[src/rtl/irq_csr.sv]
module irq_csr #(
  parameter int W = 16
) (
  input  logic         clk,
  input  logic         rst_n,
  input  logic         wr_en,
  input  logic [W-1:0] wr_data,
  input  logic         ev_cop,
  input  logic         ev_aux,
  input  logic         ev_aud,
  input  logic         aux_busy,
  output logic [W-1:0] rd_data,
  output logic         irq_out,
  output logic         aud_ctl_clr
);
  localparam logic [W-1:0] CTRL_MASK = W'(16'h0957);
  localparam logic [W-1:0] STAT_MASK = W'(16'h00A8);
  localparam logic [W-1:0] RST_VAL   = W'(16'h0004);
  localparam int BUSY_POS = 9;

  logic [W-1:0] reg_q, reg_d, ev_vec, clr_vec;
  logic         irq_d;

  assign ev_vec  = W'({ev_cop, 1'b0, ev_aux, 1'b0, ev_aud, 3'b000});
  assign clr_vec = wr_en ? wr_data : '0;

  assign reg_d = ((wr_en ? wr_data : reg_q) & CTRL_MASK)
               | (reg_q & STAT_MASK & ~clr_vec)
               | ev_vec;

  assign irq_d = |((reg_d >> 1) & reg_d & STAT_MASK);

  always_ff @(posedge clk) begin
    if (!rst_n) begin
      reg_q       <= RST_VAL;
      irq_out     <= 1'b0;
      aud_ctl_clr <= 1'b0;
    end else begin
      reg_q       <= reg_d;
      irq_out     <= irq_d;
      aud_ctl_clr <= wr_en & wr_data[0];
    end
  end

  always_comb begin
    rd_data           = reg_q;
    rd_data[BUSY_POS] = aux_busy;
  end
endmodule

[config.mk]
export PLATFORM = sky130hd
export DESIGN_NAME = irq_csr
export DESIGN_NICKNAME = d
export VERILOG_FILES = /design/src/rtl/irq_csr.sv
export SDC_FILE = /design/constraint.sdc
export NUM_CORES = 1
export LEC_CHECK = 0
export BUFFER_PORTS_ARGS = -buffer_cell sky130_fd_sc_hd__buf_2
export CELL_PAD_IN_SITES_DETAIL_PLACEMENT = 1
export CELL_PAD_IN_SITES_GLOBAL_PLACEMENT = 1
export CORE_MARGIN = 2
export CORE_UTILIZATION = 24
export CTS_CLUSTER_DIAMETER = 60
export DETAILED_ROUTE_END_ITERATION = 16
export MAX_ROUTING_LAYER = met4
export PLACE_DENSITY = 0.84
export RECOVER_POWER = 25
export SLEW_MARGIN = 25
export SYNTH_ARGS = -nofsm -noshare
export SYNTH_HDL_FRONTEND = slang
export SYNTH_SLANG_ARGS = --single-unit
[constraint.sdc]
create_clock -name clk -period 1.3 [get_ports clk]
set_input_delay 0.26 -clock clk [delete_from_list [all_inputs] [get_ports clk]]
set_output_delay 0.26 -clock clk [all_outputs]
set_load 0.005 [all_outputs]
# After elaboration in Yosys (flattened, before gate mapping)
# Index checks and enable logic that the tools add are counted.
# totals
regBits	18
latchBits	0
ramBits	0
mem_bits_ro	0
in_bits	23
output_inout_bits	18
elab_cells	12
mem_count	0
# classes
add_sub_neg	0
mul	0
n_div	0
n_lt_le_gt_ge	0
eq_ne	0
shift	0
muxes	2
bitwise_logic	6
reduce_logical	1
# ops
cell	n
$and 8x16->16	1
$mux 16	1
$not 16->16	1
$or 12x16->16	1
$or 16x8->16	1
$mux 12	1
$and 8x8->8	1
$reduce_or 3->1	1
$and 1x1->1	1

# Depth between registers and ports, before layout
# depth
depth_word	7
mapped_depth	4
depth_no_buf	3

# Worst setup path after synthesis
# OpenSTA, ideal clock, no wires.
# synth_path
path_kind	reg2reg
from	register reg_q[3]
to	register irq_out
setup_ps	96
t_arrival_ps	868
required_ps	1204
path_slack_ps	336
stages_incl_launch_ff	4
path_buffers	0
period_less_slack_ps	964
cell_sequence	dfxtp_1 > a21bo_2 > a211o_1 > o311ai_1
# synth_between
elab_chain_len	5
# synth_rtl
item	line	rtl
start: declaration	21	logic [W-1:0] reg_q, reg_d, ev_vec, clr_vec;
start signal: assignment	39	reg_q <= reg_d;
$and 8x16->16	28	| (reg_q & STAT_MASK & ~clr_vec)
$or 12x16->16	28	
$or 16x8->16	29	| ev_vec;
$and 8x8->8	31	assign irq_d = |((reg_d >> 1) & reg_d & STAT_MASK);
$reduce_or 3->1	31	
end signal: assignment	40	irq_out <= irq_d;
end: declaration	13	output logic irq_out,
# No other way between the ends.
# A chain may end at the register's enable or synchronous reset.

# Worst setup path in the final report
# layout_path
from	input wr_en
to	register irq_out
# layout_between
elab_chain_len	7
elab_cells_between_ends	8
cone_classes	2 x mux; 5 x bitwise; 1 x reduce/logical
# layout_rtl
item	line	rtl
start: declaration	6	input logic wr_en,
$mux 16	25	assign clr_vec = wr_en ? wr_data : '0;
$not 16->16	28	
$and 8x16->16	28	
$or 12x16->16 *	28	
$or 16x8->16 *	29	
$and 8x8->8 *	31	
$reduce_or 3->1 *	31	
# Mark *: on every way between the ends. The rest lies on a longest branch, timed or not.

==> flow_metrics.env <==
export IMPL_swShare=0.226
export IMPL_cap_violations=0
export IMPL_htree_levels=1
export IMPL_grt_use_total=0.107
export IMPL_antenna_found_initial=0
export IMPL_finalHoldViolCount=0
export IMPL_drc=0
export IMPL_p_switching_mw=0.182
export IMPL_clkPwrFrac=0.359
export IMPL_hold_path_class="input port to flip-flop"
export IMPL_synthTopCellsByArea="dfxtp_1 (50%), mux2i_1 (15%), buf_4 (9.3%), nor2_1 (5.4%), buf_6 (2.3%)"
export IMPL_yosysUniqueCellTypes=17
export IMPL_synthCells=48
export IMPL_globalRouteOverflowTotal=0
export IMPL_syn_avg_cell_area_sq_um=10.1
export IMPL_finalSetupTns_ps=0
export IMPL_layout_drive_gt1_share=0.456
export IMPL_slew_viol_final=0
export IMPL_numCtsBuffers=3
export IMPL_power_frac_seq=0.499
export IMPL_placed_cell_area_sq_um=633
export IMPL_cts_reportedPaths_clkPinSlew_ps=70
export IMPL_p_comb_frac=0.142
export IMPL_critPathKind="input port to flip-flop"
export IMPL_start_kind="input port"
export IMPL_core_area_sq_um=1920
export IMPL_grt_max_degree=9
export IMPL_grt_pass1_wl_mm=1.91
export IMPL_fin_nets=103
export IMPL_finalSetupViolations=0
export IMPL_multi_input_area_sq_um=189
export IMPL_io_pins=41
export IMPL_die_width_um=48.9
export IMPL_dr_total_vias=441
export IMPL_cts_resized=0
export IMPL_gp_congestion=0.678
export IMPL_final_cells=106
export IMPL_antenna_left=0
export IMPL_dp_slack_ps=146
export IMPL_crit_path_end_kind="flip-flop"
export IMPL_die_area_sq_um=2390
export IMPL_clkLatencyLatePin_ps=270
export IMPL_fin_ws_ps=257
export IMPL_num_rows=16
export IMPL_max_freq_mhz=959
export IMPL_stdcell_area_sq_um=668
export IMPL_grt_pass1_vias=467
export IMPL_synth_top_area_share=0.497
export IMPL_io_buffers=27
export IMPL_start_util=0.251
export IMPL_drt_pass1_iterations=3
export IMPL_syn_area_sq_um=483
export IMPL_wire_per_inst_um=10.4
export IMPL_area_growth_pct=38.3
export IMPL_synth_warnings=0
export IMPL_cts_path_max_buffers=2
export IMPL_die_height_um=48.9
export IMPL_vdd_drop_max_mv=0.544
export IMPL_clock_sinks=12
export IMPL_fin_worst_skew_ps=0.525
export IMPL_yosysTopAreaCell="dfxtp_1"
export IMPL_worstPathRequired_ps=1480
export IMPL_num_fill_cells=248
export IMPL_cts_tree="yes"
export IMPL_power_leakage_nw=0.354
export IMPL_holdBufCountCts=0
export IMPL_ctsRootBufferMaster="clkbuf_4"
export IMPL_via_per_inst=4.16
export IMPL_dp_cells=102
export IMPL_status="finished clean"
export IMPL_seqCellArea_sq_um=240
export IMPL_holdWs_ps=201
export IMPL_ys_seq_elements=12
export IMPL_p_int_mw=0.622
export IMPL_fin_crit_ps=1040
export IMPL_seq_area_frac_synth=0.497
export IMPL_drt_iter0_drc=2
export IMPL_power_mw=0.803
export IMPL_wirelength_mm=1.11
export IMPL_final_core_util=0.348
export IMPL_cts_setup_buffers=0
export IMPL_rsz0062_at_grt="false"
export IMPL_crit_arrival_ps=1220
export IMPL_pwr_density_cell_nw_per_um2=1200
export IMPL_antenna_cells=0
export IMPL_dp_hpwl_um=941
export IMPL_cp_max_fo=8
export IMPL_finalCritPeriodShare=0.802
-- cell type report --
class / count / area share
sequential: 12 / 0.360
tap: 27 / 0.0506
timing repair buffer: 30 / 0.234
inverter: 3 / 0.0187
clock buffer: 4 / 0.0543
multi-input combinational: 30 / 0.283
-- cell usage after synthesis --
| cell type | number |
|---|---|
| and3_2 | 1 |
| inv_1 | 2 |
| a21bo_2 | 1 |
| a31oi_1 | 1 |
| dfxtp_1 | 12 |
| o311ai_1 | 1 |
| o21ai_0 | 1 |
| a21oi_1 | 2 |
| buf_6 | 1 |
| a311o_1 | 1 |
| nor2_1 | 7 |
| conb_1 | 1 |
| nand2_1 | 2 |
| buf_4 | 6 |
| a211o_1 | 1 |
| mux2i_1 | 7 |
| clkinvlp_2 | 1 |
-- power groups by stage --
stage	clock network, mW	logic (mW)	registers [mW]
after floorplan	0	0.0637	0.413
after global placement	0	0.111	0.409
after detailed placement	0	0.117	0.410
after CTS	0.304	0.117	0.401
after global routing	0.316	0.130	0.405
final	0.288	0.114	0.401
-- routing by layer --
metal | track usage | share of wire
met4 | 0.0286 | 0.0054
met3 | 0.0521 | 0.099
met2 | 0.171 | 0.48
met5 | - | 0
met1 | 0.120 | 0.42
-- layout by cell type (no fill, tap or decap), drive strengths merged --
cell type  netlist  final
a31oi            1      1
clkbuf           0      5
o21ai            1      1
conb             1      5
inv              2      2
mux2i            7      7
and3             1      1
o311ai           1      1
buf              7     29
nand2            2      2
a311o            1      1
dfxtp           12     12
a211o            1      1
a21oi            2      2
a21bo            1      1
clkinvlp         1      1
nor2             7      7
-- critical path: stages --
cell	delay, ps
clkbuf_1	350
mux2i_1	190
a311o_1	340
o311ai_1	80
-- kinds of logic (layout without fill, tap and decap cells) --
logic type             after synthesis  in the layout  synth area share
other                                1              5           0.00776
flip-flops                          12             12             0.497
multiplexers                         7              7             0.145
AND/OR/NAND/NOR                     10             10            0.0855
AO/OA/AOI/OAI                        8              8             0.122
buffers and inverters               10             37             0.142
-- worst paths after layout --
check | from | to | slack (ps) | cells after the start
setup / recovery | wr_en | irq_out | 260 | 4
setup reg to reg | reg_q[3] | irq_out | 320 | 3
hold / removal | rst_n | flip-flop | 200 | 2
hold reg to reg | flip-flop | flip-flop | 480 | 2
(Power assumes the default switching activity.)
